`config.mk`:
```
export PLATFORM = sky130hd
export DESIGN_NAME = edge_event_counter
export DESIGN_NICKNAME = d
export VERILOG_FILES = /design/src/rtl/eec_pkg.sv /design/src/rtl/eec_sync_edge.sv /design/src/rtl/eec_counter.sv /design/src/rtl/edge_event_counter.sv
export SDC_FILE = /design/constraint.sdc
export NUM_CORES = 1
export LEC_CHECK = 0
export BUFFER_PORTS_ARGS = -buffer_cell sky130_fd_sc_hd__clkbuf_2
export CAP_MARGIN = 40
export CORE_ASPECT_RATIO = 0.5
export CORE_MARGIN = 3
export CORE_UTILIZATION = 62
export CTS_CLUSTER_DIAMETER = 200
export CTS_CLUSTER_SIZE = 12
export DETAILED_ROUTE_END_ITERATION = 16
export PLACE_DENSITY = 0.81
export SETUP_SLACK_MARGIN = 0.02
export SLEW_MARGIN = 30
export SYNTH_ARGS = -nofsm -noshare
export SYNTH_HDL_FRONTEND = slang
export SYNTH_SLANG_ARGS = --single-unit
```
`constraint.sdc`:
```
create_clock -name clk_i -period 6.23 [get_ports clk_i]
set_input_delay 0.623 -clock clk_i [delete_from_list [all_inputs] [get_ports clk_i]]
set_output_delay 0.623 -clock clk_i [all_outputs]
set_load 0.02 [all_outputs]
```
`src/rtl/eec_pkg.sv`:
```
package eec_pkg;
  localparam int ADDR_W = 3;
  localparam logic [ADDR_W-1:0] A_CTRL   = 3'd0;
  localparam logic [ADDR_W-1:0] A_LOAD   = 3'd1;
  localparam logic [ADDR_W-1:0] A_PRE    = 3'd2;
  localparam logic [ADDR_W-1:0] A_MATCH  = 3'd3;
  localparam logic [ADDR_W-1:0] A_CNT_LO = 3'd4;
  localparam logic [ADDR_W-1:0] A_CNT_HI = 3'd5;
  localparam logic [ADDR_W-1:0] A_FLAG   = 3'd6;

  typedef enum logic [1:0] {
    EDGE_RISE = 2'b00,
    EDGE_FALL = 2'b01,
    EDGE_BOTH = 2'b10,
    EDGE_ANY  = 2'b11
  } edge_sel_e;
endpackage

```
`src/rtl/eec_sync_edge.sv`:
```
module eec_sync_edge #(
  parameter int STAGES = 2
) (
  input  logic       clk_i,
  input  logic       rst_ni,
  input  logic       async_i,
  input  logic [1:0] sel_i,
  output logic       pulse_o
);
  // STAGES synchronizer flops plus one history flop
  logic [STAGES:0] pipe_q;
  logic cur, old;

  always_ff @(posedge clk_i or negedge rst_ni) begin
    if (!rst_ni) pipe_q <= '0;
    else         pipe_q <= {pipe_q[STAGES-1:0], async_i};
  end

  assign cur = pipe_q[STAGES-1];
  assign old = pipe_q[STAGES];

  always_comb begin
    unique case (sel_i)
      2'b00:   pulse_o = cur & ~old;
      2'b01:   pulse_o = ~cur & old;
      default: pulse_o = cur ^ old;
    endcase
  end
endmodule

```
`src/rtl/eec_counter.sv`:
```
module eec_counter #(
  parameter int CNT_W = 16,
  parameter int PRE_W = 8,
  localparam int FULL_W = CNT_W + PRE_W
) (
  input  logic              clk_i,
  input  logic              rst_ni,
  input  logic              en_i,
  input  logic              up_i,
  input  logic              step_i,
  input  logic [FULL_W-1:0] reload_i,
  input  logic [FULL_W-1:0] match_i,
  input  logic              wr_lo_i,
  input  logic              wr_hi_i,
  input  logic [CNT_W-1:0]  wdata_i,
  output logic [FULL_W-1:0] cnt_o,
  output logic              hit_o,
  output logic              stop_o
);
  logic [FULL_W-1:0] cnt_q, nxt;

  assign nxt    = up_i ? cnt_q + FULL_W'(1) : cnt_q - FULL_W'(1);
  assign hit_o  = en_i && step_i && (nxt == match_i);
  assign stop_o = hit_o && !up_i;
  assign cnt_o  = cnt_q;

  always_ff @(posedge clk_i or negedge rst_ni) begin
    if (!rst_ni) begin
      cnt_q <= '0;
    end else if (en_i) begin
      if (step_i) begin
        if (hit_o) cnt_q <= up_i ? '0 : reload_i;
        else       cnt_q <= nxt;
      end
    end else begin
      if (wr_lo_i) cnt_q[CNT_W-1:0]      <= wdata_i;
      if (wr_hi_i) cnt_q[FULL_W-1:CNT_W] <= wdata_i[PRE_W-1:0];
    end
  end
endmodule

```
`src/rtl/edge_event_counter.sv`:
```
module edge_event_counter
  import eec_pkg::*;
#(
  parameter int CNT_W       = 16,
  parameter int PRE_W       = 8,
  parameter int SYNC_STAGES = 2,
  localparam int FULL_W     = CNT_W + PRE_W
) (
  input  logic              clk_i,
  input  logic              rst_ni,
  input  logic              evt_i,
  input  logic              wr_en_i,
  input  logic [ADDR_W-1:0] addr_i,
  input  logic [CNT_W-1:0]  wdata_i,
  output logic [CNT_W-1:0]  rdata_o,
  output logic              irq_o
);
  logic             en_q, up_q, mask_q, flag_q;
  logic [1:0]       edge_q;
  logic [CNT_W-1:0] load_q, match_q;
  logic [PRE_W-1:0] pre_q;
  logic [FULL_W-1:0] cnt_full;
  logic step, hit, stop;
  logic wr_ctrl, wr_flag;

  assign wr_ctrl = wr_en_i && (addr_i == A_CTRL);
  assign wr_flag = wr_en_i && (addr_i == A_FLAG);

  eec_sync_edge #(.STAGES(SYNC_STAGES)) u_sync (
    .clk_i   (clk_i),
    .rst_ni  (rst_ni),
    .async_i (evt_i),
    .sel_i   (edge_q),
    .pulse_o (step)
  );

  eec_counter #(.CNT_W(CNT_W), .PRE_W(PRE_W)) u_cnt (
    .clk_i    (clk_i),
    .rst_ni   (rst_ni),
    .en_i     (en_q),
    .up_i     (up_q),
    .step_i   (step),
    .reload_i ({pre_q, load_q}),
    .match_i  ({{PRE_W{1'b0}}, match_q}),
    .wr_lo_i  (wr_en_i && (addr_i == A_CNT_LO)),
    .wr_hi_i  (wr_en_i && (addr_i == A_CNT_HI)),
    .wdata_i  (wdata_i),
    .cnt_o    (cnt_full),
    .hit_o    (hit),
    .stop_o   (stop)
  );

  always_ff @(posedge clk_i or negedge rst_ni) begin
    if (!rst_ni) begin
      en_q    <= 1'b0;
      up_q    <= 1'b0;
      edge_q  <= EDGE_RISE;
      mask_q  <= 1'b0;
      load_q  <= '0;
      pre_q   <= '0;
      match_q <= '0;
    end else begin
      if (wr_ctrl) begin
        en_q   <= wdata_i[0];
        up_q   <= wdata_i[1];
        edge_q <= wdata_i[3:2];
        mask_q <= wdata_i[4];
      end else if (stop) begin
        en_q <= 1'b0;  // self-disable after down-count match
      end
      if (wr_en_i && addr_i == A_LOAD)  load_q  <= wdata_i;
      if (wr_en_i && addr_i == A_PRE)   pre_q   <= wdata_i[PRE_W-1:0];
      if (wr_en_i && addr_i == A_MATCH) match_q <= wdata_i;
    end
  end

  always_ff @(posedge clk_i or negedge rst_ni) begin
    if (!rst_ni)                     flag_q <= 1'b0;
    else if (hit)                    flag_q <= 1'b1;
    else if (wr_flag && wdata_i[0])  flag_q <= 1'b0;
  end

  assign irq_o = flag_q & mask_q;

  always_comb begin
    rdata_o = '0;
    unique case (addr_i)
      A_CTRL:   rdata_o[4:0]       = {mask_q, edge_q, up_q, en_q};
      A_LOAD:   rdata_o            = load_q;
      A_PRE:    rdata_o[PRE_W-1:0] = pre_q;
      A_MATCH:  rdata_o            = match_q;
      A_CNT_LO: rdata_o            = cnt_full[CNT_W-1:0];
      A_CNT_HI: rdata_o[PRE_W-1:0] = cnt_full[FULL_W-1:CNT_W];
      A_FLAG:   rdata_o[0]         = flag_q;
      default:  rdata_o            = '0;
    endcase
  end
endmodule

```
Word level (Yosys, flattened, before mapping). Index checks and enable logic that the tools add are counted.

Register bits: 73. Bits of input ports: 23. Output and inout port bits: 17. Word-level logic and storage cells: 64.

$add $sub $neg: 2. Eq/ne operators: 9. Multiplexer cells: 16. Bitwise logic cells: 6. Reduce and logical (&&, ||, !) cells: 20.

Operators with widths (number): $mux W24 (5); $add A24 B1 Y24 const B (1); $eq A24 B16 Y1 (1); $pmux W4 S6 (1); $pmux W8 S3 (1); $sub A24 B1 Y24 const B (1); $mux W16 (1); $pmux W3 S5 (1); $logic_and A1 B1 Y1 (11); $eq A3 B3 Y1 const B (3); $mux W8 (1); $reduce_bool A2 Y1 (4); $pmux W1 S7 (1); $eq A3 B2 Y1 const B (2); $mux W1 (4); $reduce_and A2 Y1 (2); $and A1 B1 Y1 (3); $eq A3 B1 Y1 const B (1); $logic_not A3 Y1 (1); $eq A2 B1 Y1 const B (1); $logic_not A2 Y1 (1); $ne A2 B1 Y1 const B (1); $not A1 Y1 (2); $pmux W1 S2 (1); other kinds (2) (2).

Depth between registers and ports, before layout. Gate-level depths: netlist of run 1.

Depth after elaboration: 8. Depth in mapped cells: 15. Mapped depth without buffers: 11.

By module. From an unflattened synthesis of run 1, not the netlist that was laid out.

Cells, all modules: 586. Area, all modules: 5749.3 sq um.

By module, submodules not included: eec_counter (instances 1, cells each 392, area an instance 3188.1 sq um, seq. area each 600.6 sq um); edge_event_counter (instances 1, cells each 185, area an instance 2433.6 sq um, seq. area each 1151.1 sq um); eec_sync_edge (instances 1, cells each 9, area an instance 127.6 sq um, seq. area each 75.1 sq um).

Worst setup path before layout of run 1. OpenSTA, ideal clock, no wires.

Path type: register to register. Start point: register up_q. End point: register u_cnt.cnt_q[2] (netlist: u_cnt.cnt_o[2]). Library setup time: 133 ps. Data arrival time: 4652 ps. Required time: 6097 ps. Setup slack: 1445 ps. Stages on the path, launching flop included: 15. Buffers on the path: 3. Clock period less this slack: 4785 ps. Cell sequence: dfrtp_1 inv_1 clkbuf_1 ha_1 and2_4 a221o_1 nor2_2 xnor3_1 or4b_1 or4_4 or4_1 buf_2 buf_6 a2111oi_2 nor3_1.

Word-level cells in the longest chain between the ends: 6. Elaborated cells on any way between the ends: 7. Classes of those cells: 1 x eq/ne; 5 x mux; 1 x reduce/logical.

Ends and longest elaborated chain: start: declaration (RTL line edge_event_counter.sv:18) `logic en_q, up_q, mask_q, flag_q;`; start signal: assignment (RTL line edge_event_counter.sv:65) `up_q <= wdata_i[1];`; $mux W24 (RTL line eec_counter.sv:22) `assign nxt = up_i ? cnt_q + FULL_W'(1) : cnt_q - FULL_W'(1);`; $eq A24 B16 Y1 (RTL line eec_counter.sv:23) `assign hit_o = en_i && step_i && (nxt == match_i);`; $logic_and A1 B1 Y1 (RTL line eec_counter.sv:23); $mux W24 * (RTL line eec_counter.sv:32) `if (hit_o) cnt_q <= up_i ? '0 : reload_i;`; $mux W24 * (RTL line eec_counter.sv:31) `if (step_i) begin`; $mux W24 * (RTL line eec_counter.sv:30) `end else if (en_i) begin`; end signal: assignment (RTL line eec_counter.sv:32); end signal: assignment (RTL line eec_counter.sv:33) `else cnt_q <= nxt;`; end signal: indexed assignment (RTL line eec_counter.sv:36) `if (wr_lo_i) cnt_q[CNT_W-1:0] <= wdata_i;`; end: declaration (RTL line eec_counter.sv:20) `logic [FULL_W-1:0] cnt_q, nxt;`.

Every way passes the cells marked *; elsewhere a longest branch is shown, timed or not. The select of a mux whose other input is x is not followed. A chain may end at the register's enable or synchronous reset.

Worst setup path in the final report of run 1.
Start point: register up_q. End point: register u_cnt.cnt_q[13] (netlist: u_cnt.cnt_o[13]).

Same word-level chain as after synthesis.

==> summary.txt, run 1 <==
Clock tree
  • Clock Pin Slew Worst Setup and Hold Paths: 0.06 ns
  • H-tree levels: 3
  • CTS Sinks: 73
  • Postcts setup bufs: 0
  • Total CTS buffers: 9
  • Resize count post-CTS: 0
  • Root Buffer: clkbuf_16
  • CTS max path bufs: 2
  • Hold_buf cts: 0
  • Clock latency on the worst-skew pair: 0.34 ns
  • CTS tree: yes

Synth
  • Ys Warns: 0
  • Post-Syn Area per Cell: 8.738 um2
  • Sequential area share after synthesis: 0.3106
  • Count of cell types in the netlist: 67
  • #FFs+latches synth: 73
  • Gate Count Post-Synth: 673
  • Post-synth EDFFs: 0
  • Synthesized Nets: 721
  • Post-Syn Area: 5881 um2
  • Top FF cell, synth: dfrtp_1
  • Asr flop ratio synth: 1.000

Timing
  • Relative slew margins: 0.4339
  • Worst slew pin tran: 0.8491 ns
  • Final hold vios: 0
  • RSZ-0062 raised after global routing: false
  • Post-Route Setup TNS: 0 ns
  • Final setup vio count: 0
  • Tmin final: 5.166 ns
  • Worst-case clock skew: 0.005993 ns
  • Final worst path period share: 0.8292
  • Fmax: 193.6 MHz
  • Final Max Tran Viols: 0

Die
  • Die width: 143.7 um
  • I/O Pins: 40
  • Die Area: 10,760 um2
  • Row count: 24
  • Starting Density: 0.6572
  • Die height: 74.87 um
  • Core area: 8949 um2

Place
  • Placed Instances: 794
  • GP Congestion: 1.006
  • PortBufs: 39
  • Post-DP HPWL: 12.61 mm

Hold path
  • Min-Delay Path Class: input port to async pin

Final layout
  • Register area: 1827 um2
  • Area occupied by multi-input gates: 3819 um2
  • Antenna diodes: 0
  • Synth-to-Final Area Change: 9.915%
  • FILL cells: 702
  • Layout cell share with drive strength beyond 1: 0.1919
  • Most frequent cells in the layout: dfrtp_1 (73), nand2_1 (68), o21ai_0 (58)
  • Post-route insts no fill: 810
  • Final #Nets: 736
  • Commonest non-fill, non-tap cell in the layout: dfrtp_1

Global routing
  • Pin count of the biggest net entering global routing: 46
  • First-pass GRT wire length: 27.57 mm
  • Gr usage total: 0.3344
  • Vias in the first global route: 5,153
  • Gr ovfl total: 0
  • Antenna violations before repair: 0

Critical path
  • Reg-to-reg endpoint: u_cnt.cnt_o[13]
  • Reg-to-reg slack, setup: 1.06 ns
  • CP Capture Type: flip-flop
  • Worst-path fanout max: 29
  • R2R depth: 12
  • Critical path arrival: 5.37 ns
  • Kind of critical path: flip-flop to flip-flop
  • Crit start category: flip-flop
  • Reg-to-Reg Start: up_q
  • Worst Path Required: 6.43 ns

Power
  • Combinational power share: 0.624
  • Psw: 1.644 mW
  • Sw Ratio: 0.4757
  • Int Pwr: 1.812 mW
  • Maximum vdd drop: 221.5 uV
  • P per Cell Area: 534.8 nW/um2
  • Leak pwr: 2.727 nW
  • Clk pwr share: 0.152
  • Reg power frac: 0.224
  • Power, Total: 3.457 mW

Detailed routing
  • Routed Antenna Nets: 0
  • Routed length per placed instance: 21.54 um
  • Remaining DRCs: 0
  • Routed vias: 5,555
  • Total Wirelength: 17.44 mm
  • DR iter-0 viols: 751
  • DRT Pass-1 Iters: 6
  • Mean number of vias per cell: 6.858

Status
  • Outcome: completed

Run
  • Total of max-cap violations: 0
==> cell type report <==
cell class / count / area share
sequential: 73 / 0.2826
timing repair buffer: 52 / 0.04955
clock buffer: 10 / 0.03542
inverter: 15 / 0.008711
tap: 117 / 0.02265
multi-input combinational: 537 / 0.5908
clock inverter: 6 / 0.01026
==> stage by stage <==
stage | cell area (um2) | worst slack, ns | util | hold slack, ns
2_1_floorplan | 5881 | 1.445 | - | 0.3274
3_3_place_gp | 6113 | 1.392 | 0.6832 | 0.3462
3_5_place_dp | 6168 | 1.218 | 0.6893 | 0.3388
4_1_cts | 6464 | 1.158 | 0.7223 | 0.2340
5_1_grt | 6464 | 0.8206 | 0.7223 | 0.2464
6_report | 6464 | 1.064 | 0.7223 | 0.2207
==> power by group through the flow <==
stage          clock network (mW)  registers [mW]  logic [mW]
5_1_grt                     0.541           0.783        2.37
3_5_place_dp                    0           0.774        2.08
3_3_place_gp                    0           0.768        2.04
4_1_cts                     0.523           0.766        2.10
6_report                    0.525           0.774        2.16
2_1_floorplan                   0           0.710        1.61
==> worst max-delay path by stage <==
| stage | start | end | cells after the start |
|---|---|---|---|
| after floorplan | up_q | u_cnt.cnt_o[2] | 14 |
| after global placement | up_q | u_cnt.cnt_o[1] | 12 |
| after detailed placement | up_q | u_cnt.cnt_o[13] | 12 |
| after CTS | up_q | u_cnt.cnt_o[13] | 12 |
| after global routing | up_q | u_cnt.cnt_o[13] | 12 |
| final | up_q | u_cnt.cnt_o[13] | 12 |
==> registers in the layout, summed over array words and instances (netlist names) <==
name and count:
load_q 16, flag_q 1, match_q 16, u_sync.pipe_q 3, edge_q 2, up_q 1
pre_q 8, en_q 1, mask_q 1, u_cnt.cnt_o 24
==> critical path: stages, from the launching register on <==
cell and delay [ns]:
dfrtp_1 0.42, inv_1 0.39, buf_4 0.44, ha_1 0.30, a21o_1 0.21, a21oi_1 0.27, xnor3_1 0.30, a41oi_1 0.20
or4b_1 0.47, or4_4 0.52, or4_1 0.88, a2111oi_0 0.50, nor3_1 0.12
==> kinds of logic after synthesis <==
kind of cell | after synthesis | synth area share
adder cells (fa/ha/maj) | 25 | 0.05447
flip-flops | 73 | 0.3106
buffers and inverters | 63 | 0.04191
multiplexers | 65 | 0.1232
AND/OR/NAND/NOR | 203 | 0.1689
AO/OA/AOI/OAI | 208 | 0.2306
XOR/XNOR | 36 | 0.07021
==> synthesized netlist by cell type (all sizes together), types with 2 or more instances <==
| cell | number | share of area |
|---|---|---|
| nand4 | 9 | 0.0096 |
| clkbuf | 41 | 0.026 |
| nor3 | 20 | 0.017 |
| nand2b | 5 | 0.0053 |
| nor4 | 2 | 0.0047 |
| nor2 | 43 | 0.028 |
| dfrtp | 73 | 0.31 |
| o31ai | 4 | 0.0051 |
| o21ai | 59 | 0.050 |
| a21o | 7 | 0.0089 |
| and2 | 3 | 0.0036 |
| inv | 15 | 0.0096 |
| a21oi | 46 | 0.039 |
| nand3b | 2 | 0.0026 |
| o21bai | 5 | 0.0064 |
| o211ai | 11 | 0.014 |
| o21a | 5 | 0.0064 |
| or4 | 3 | 0.0045 |
| o22ai | 6 | 0.0064 |
| and4 | 2 | 0.0030 |
| o211a | 2 | 0.0034 |
| ha | 24 | 0.051 |
| a211oi | 13 | 0.017 |
| xnor3 | 6 | 0.023 |
| mux2 | 49 | 0.094 |
| or2 | 2 | 0.0021 |
| xor2 | 7 | 0.010 |
| a221oi | 3 | 0.0045 |
| a31oi | 12 | 0.013 |
| o221ai | 2 | 0.0030 |
| xnor2 | 22 | 0.033 |
| or3 | 6 | 0.0064 |
| a22oi | 10 | 0.013 |
| mux2i | 15 | 0.026 |
| nand3 | 18 | 0.015 |
| and3 | 8 | 0.0085 |
| a22o | 2 | 0.0030 |
| nand2 | 68 | 0.043 |
| a2111oi | 11 | 0.023 |
| buf | 7 | 0.0062 |
| nor2b | 7 | 0.0074 |
==> routing by layer <==
layer	GRT usage	routed length, um	up-vias	part of all wire
li1	-	-	2530	-
met1	0.4770	7624	2651	0.44
met3	0.09454	2048	38	0.12
met4	0.08873	313	0	0.018
met2	0.5070	7457	336	0.43
met5	0	0	-	0
Power figures use the tool's default switching activity.
==> run 2, diff against run 1 <==
==> constraint.sdc (replaced) <==
create_clock -name clk_i -period 4.9 [get_ports clk_i]
set_input_delay 0.49 -clock clk_i [delete_from_list [all_inputs] [get_ports clk_i]]
set_output_delay 0.49 -clock clk_i [all_outputs]
set_load 0.02 [all_outputs]
==> run 2 against run 1 <==
Net effect:
- sequential share of layout area shrank 0.58 points
- power grew 31%
- largest power group unchanged
- cell count grew 1.6%
- sequential power grew 26%
- critical path depth grew 1
- register-to-register slack lost 0.91 ns
- count of clock-buffer cells in the layout is the same
- wire length grew 4.5%
- non-clock buffer count grew 13
- cell area grew 2.1%
- clock power grew 35%
- combinational power grew 32%
==> summary.txt, run 2 (synthesized netlist as in run 1, its figures left out) <==
Status
  • Outcome: completed (unchanged)

Place
  • Placed cell areas: 6235 um2 (was 6168 um2)
  • PortBufs: 39 (unchanged)
  • GP Congestion: 1.019 (was 1.006)
  • Post-DP HPWL: 13.07 mm (was 12.61 mm)

Critical path
  • Critical-path cell list: clkinvlp_4 -> buf_4 -> ha_1 -> nand2_1 -> a21oi_1 -> o21ai_0 -> a41oi_1 -> or4b_1 -> or4_4 -> or4_1 -> buf_4 -> a2111oi_1 -> nor3_1 (was inv_1 -> buf_4 -> ha_1 -> a21o_1 -> a21oi_1 -> xnor3_1 -> a41oi_1 -> or4b_1 -> or4_4 -> or4_1 -> a2111oi_0 -> nor3_1)
  • CP Capture Type: flip-flop (unchanged)
  • Worst Path Required: 5.10 ns (was 6.43 ns)
  • Reg-to-Reg Start: up_q (unchanged)
  • Crit-path max cell delay: 0.51 ns (was 0.88 ns)
  • Kind of critical path: flip-flop to flip-flop (unchanged)
  • Reg-to-reg endpoint: u_cnt.cnt_o[12] (was u_cnt.cnt_o[13])
  • Worst path slowest cell: or4_4 (was or4_1)
  • Reg-to-reg slack, setup: 0.15 ns (was 1.06 ns)
  • CP most frequent cell: buf_4
  • Crit start category: flip-flop (unchanged)
  • R2R depth: 13 (was 12)
  • Worst-path fanout max: 24 (was 29)
  • Critical path arrival: 4.95 ns (was 5.37 ns)

Timing
  • Final worst path period share: 0.9688 (was 0.8292)
  • Fmax: 210.7 MHz (was 193.6 MHz)
  • Worst slew pin tran: 0.8161 ns (was 0.8491 ns)
  • Final hold vios: 0 (unchanged)
  • Final Max Tran Viols: 0 (unchanged)
  • Post-Route Setup TNS: 0 ns (unchanged)
  • Relative slew margins: 0.4548 (was 0.4339)
  • Final setup vio count: 0 (unchanged)
  • Worst-case clock skew: 0.01536 ns (was 0.005993 ns)
  • RSZ-0062 raised after global routing: false (unchanged)
  • Tmin final: 4.747 ns (was 5.166 ns)

Final layout
  • Final #Nets: 749 (was 736)
  • Synth-to-Final Area Change: 12.21% (was 9.915%)
  • Most frequent cells in the layout: dfrtp_1 (73), nand2_1 (68), o21ai_0 (58) (unchanged)
  • Layout cell share with drive strength beyond 1: 0.2181 (was 0.1919)
  • Commonest non-fill, non-tap cell in the layout: dfrtp_1 (unchanged)
  • FILL cells: 692 (was 702)
  • Max reg flops: 24 (unchanged)
  • Final Cell Area: 6599 um2 (was 6464 um2)
  • Antenna diodes: 0 (unchanged)
  • Final core occ: 0.7374 (was 0.7223)

Die
  • Row count: 24 (unchanged)
  • Die width: 143.7 um (unchanged)
  • Die Area: 10,760 um2 (unchanged)
  • Starting Density: 0.6572 (unchanged)
  • I/O Pins: 40 (unchanged)
  • Die height: 74.87 um (unchanged)
  • Core area: 8949 um2 (unchanged)

Detailed routing
  • Routed length per placed instance: 22.14 um (was 21.54 um)
  • DRT Pass-1 Iters: 5 (was 6)
  • DR iter-0 viols: 615 (was 751)
  • Total Wirelength: 18.23 mm (was 17.44 mm)
  • Remaining DRCs: 0 (unchanged)
  • Mean number of vias per cell: 6.853 (was 6.858)
  • Routed vias: 5,640 (was 5,555)
  • Routed Antenna Nets: 0 (unchanged)

Clock tree
  • Clock Pin Slew Worst Setup and Hold Paths: 0.08 ns (was 0.06 ns)
  • Total CTS buffers: 9 (unchanged)
  • H-tree levels: 3 (unchanged)
  • CTS tree: yes (unchanged)
  • CTS Sinks: 73 (unchanged)
  • Clock latency on the worst-skew pair: 0.35 ns (was 0.34 ns)
  • Root Buffer: clkbuf_16 (unchanged)
  • CTS max path bufs: 2 (unchanged)

Power
  • Clk pwr share: 0.156 (was 0.152)
  • Maximum vdd drop: 315.2 uV (was 221.5 uV)
  • Psw: 2.174 mW (was 1.644 mW)
  • Sw Ratio: 0.4784 (was 0.4757)
  • Reg power frac: 0.215 (was 0.224)
  • P per Cell Area: 688.8 nW/um2 (was 534.8 nW/um2)
  • Power, Total: 4.545 mW (was 3.457 mW)
  • Int Pwr: 2.371 mW (was 1.812 mW)
  • Leak pwr: 2.782 nW (was 2.727 nW)
  • Combinational power share: 0.629 (was 0.624)

Global routing
  • Vias in the first global route: 5,150 (was 5,153)
  • First-pass GRT wire length: 27.98 mm (was 27.57 mm)
  • Pin count of the biggest net entering global routing: 40 (was 46)
  • Antenna violations before repair: 0 (unchanged)
  • Gr ovfl total: 0 (unchanged)
  • Gr usage total: 0.3454 (was 0.3344)

Hold path
  • Min-Delay Path Class: input port to async pin (unchanged)

Run
  • Total of max-cap violations: 0 (unchanged)
-- run 2: final cells by class --
cell class,instances,area [um2],area share
multi-input cells,537,3842,0.5823
well taps,117,146.4,0.02218
inverters,15,60.06,0.009101
flip-flops and latches,73,1827,0.2768
clock inverters,6,73.82,0.01119
repair buffers,65,410.4,0.06219
clock buffers,10,239.0,0.03622
-- run 2: worst max-delay path by stage --
stage | depth (start not counted) | slack [ns] | startpoint | endpoint
2_1_floorplan | 14 | 0.12 | up_q | u_cnt.cnt_o[2]
3_3_place_gp | 13 | 0.45 | up_q | u_cnt.cnt_o[3]
3_5_place_dp | 12 | 0.30 | up_q | u_cnt.cnt_o[11]
4_1_cts | 12 | 0.09 | u_cnt.cnt_o[0] | u_cnt.cnt_o[12]
5_1_grt | 13 | 0.09 | up_q | u_cnt.cnt_o[12]
6_report | 13 | 0.15 | up_q | u_cnt.cnt_o[12]
-- run 2: through the flow --
stage,setup WS [ns],std cells,hold WS (ns)
5_1_grt,0.08767,823,0.1205
3_5_place_dp,0.3006,804,0.3465
3_3_place_gp,0.4513,801,0.3558
4_1_cts,0.09499,820,0.1129
2_1_floorplan,0.1154,673,0.1944
6_report,0.1529,823,0.09090
-- run 2: power groups by stage --
stage	Clock, mW	Sequential (mW)	Combinational, mW
6_report	0.709	0.978	2.86
5_1_grt	0.746	0.995	3.09
4_1_cts	0.710	0.968	2.74
3_5_place_dp	0	0.977	2.71
3_3_place_gp	0	0.972	2.68
2_1_floorplan	0	0.902	2.04
-- run 2: layer usage --
layer | vias up | share of wire | GRT usage
met5 | - | 0 | 0
met4 | 0 | 0.021 | 0.09290
met3 | 41 | 0.14 | 0.1453
met2 | 366 | 0.42 | 0.5122
met1 | 2672 | 0.43 | 0.4703
li1 | 2561 | - | -
-- run 2: worst max-delay path: cells and delay by family, from the launching register on --
family | cells | cell delay, ns
adder cells (fa/ha/maj) | 1 | 0.50
buffers and inverters | 3 | 0.80
flip-flops | 1 | 0.48
AO/OA/AOI/OAI | 4 | 1.08
AND/OR/NAND/NOR | 5 | 1.71
-- run 2: repair_timing --
item | in CTS | in global routing
hold buffers | 0 | 0
resized for setup | 0 | 8
setup endpoints to repair | 0 | 10
hold endpoints to repair | 0 | 0
buffers inserted | 0 | 2
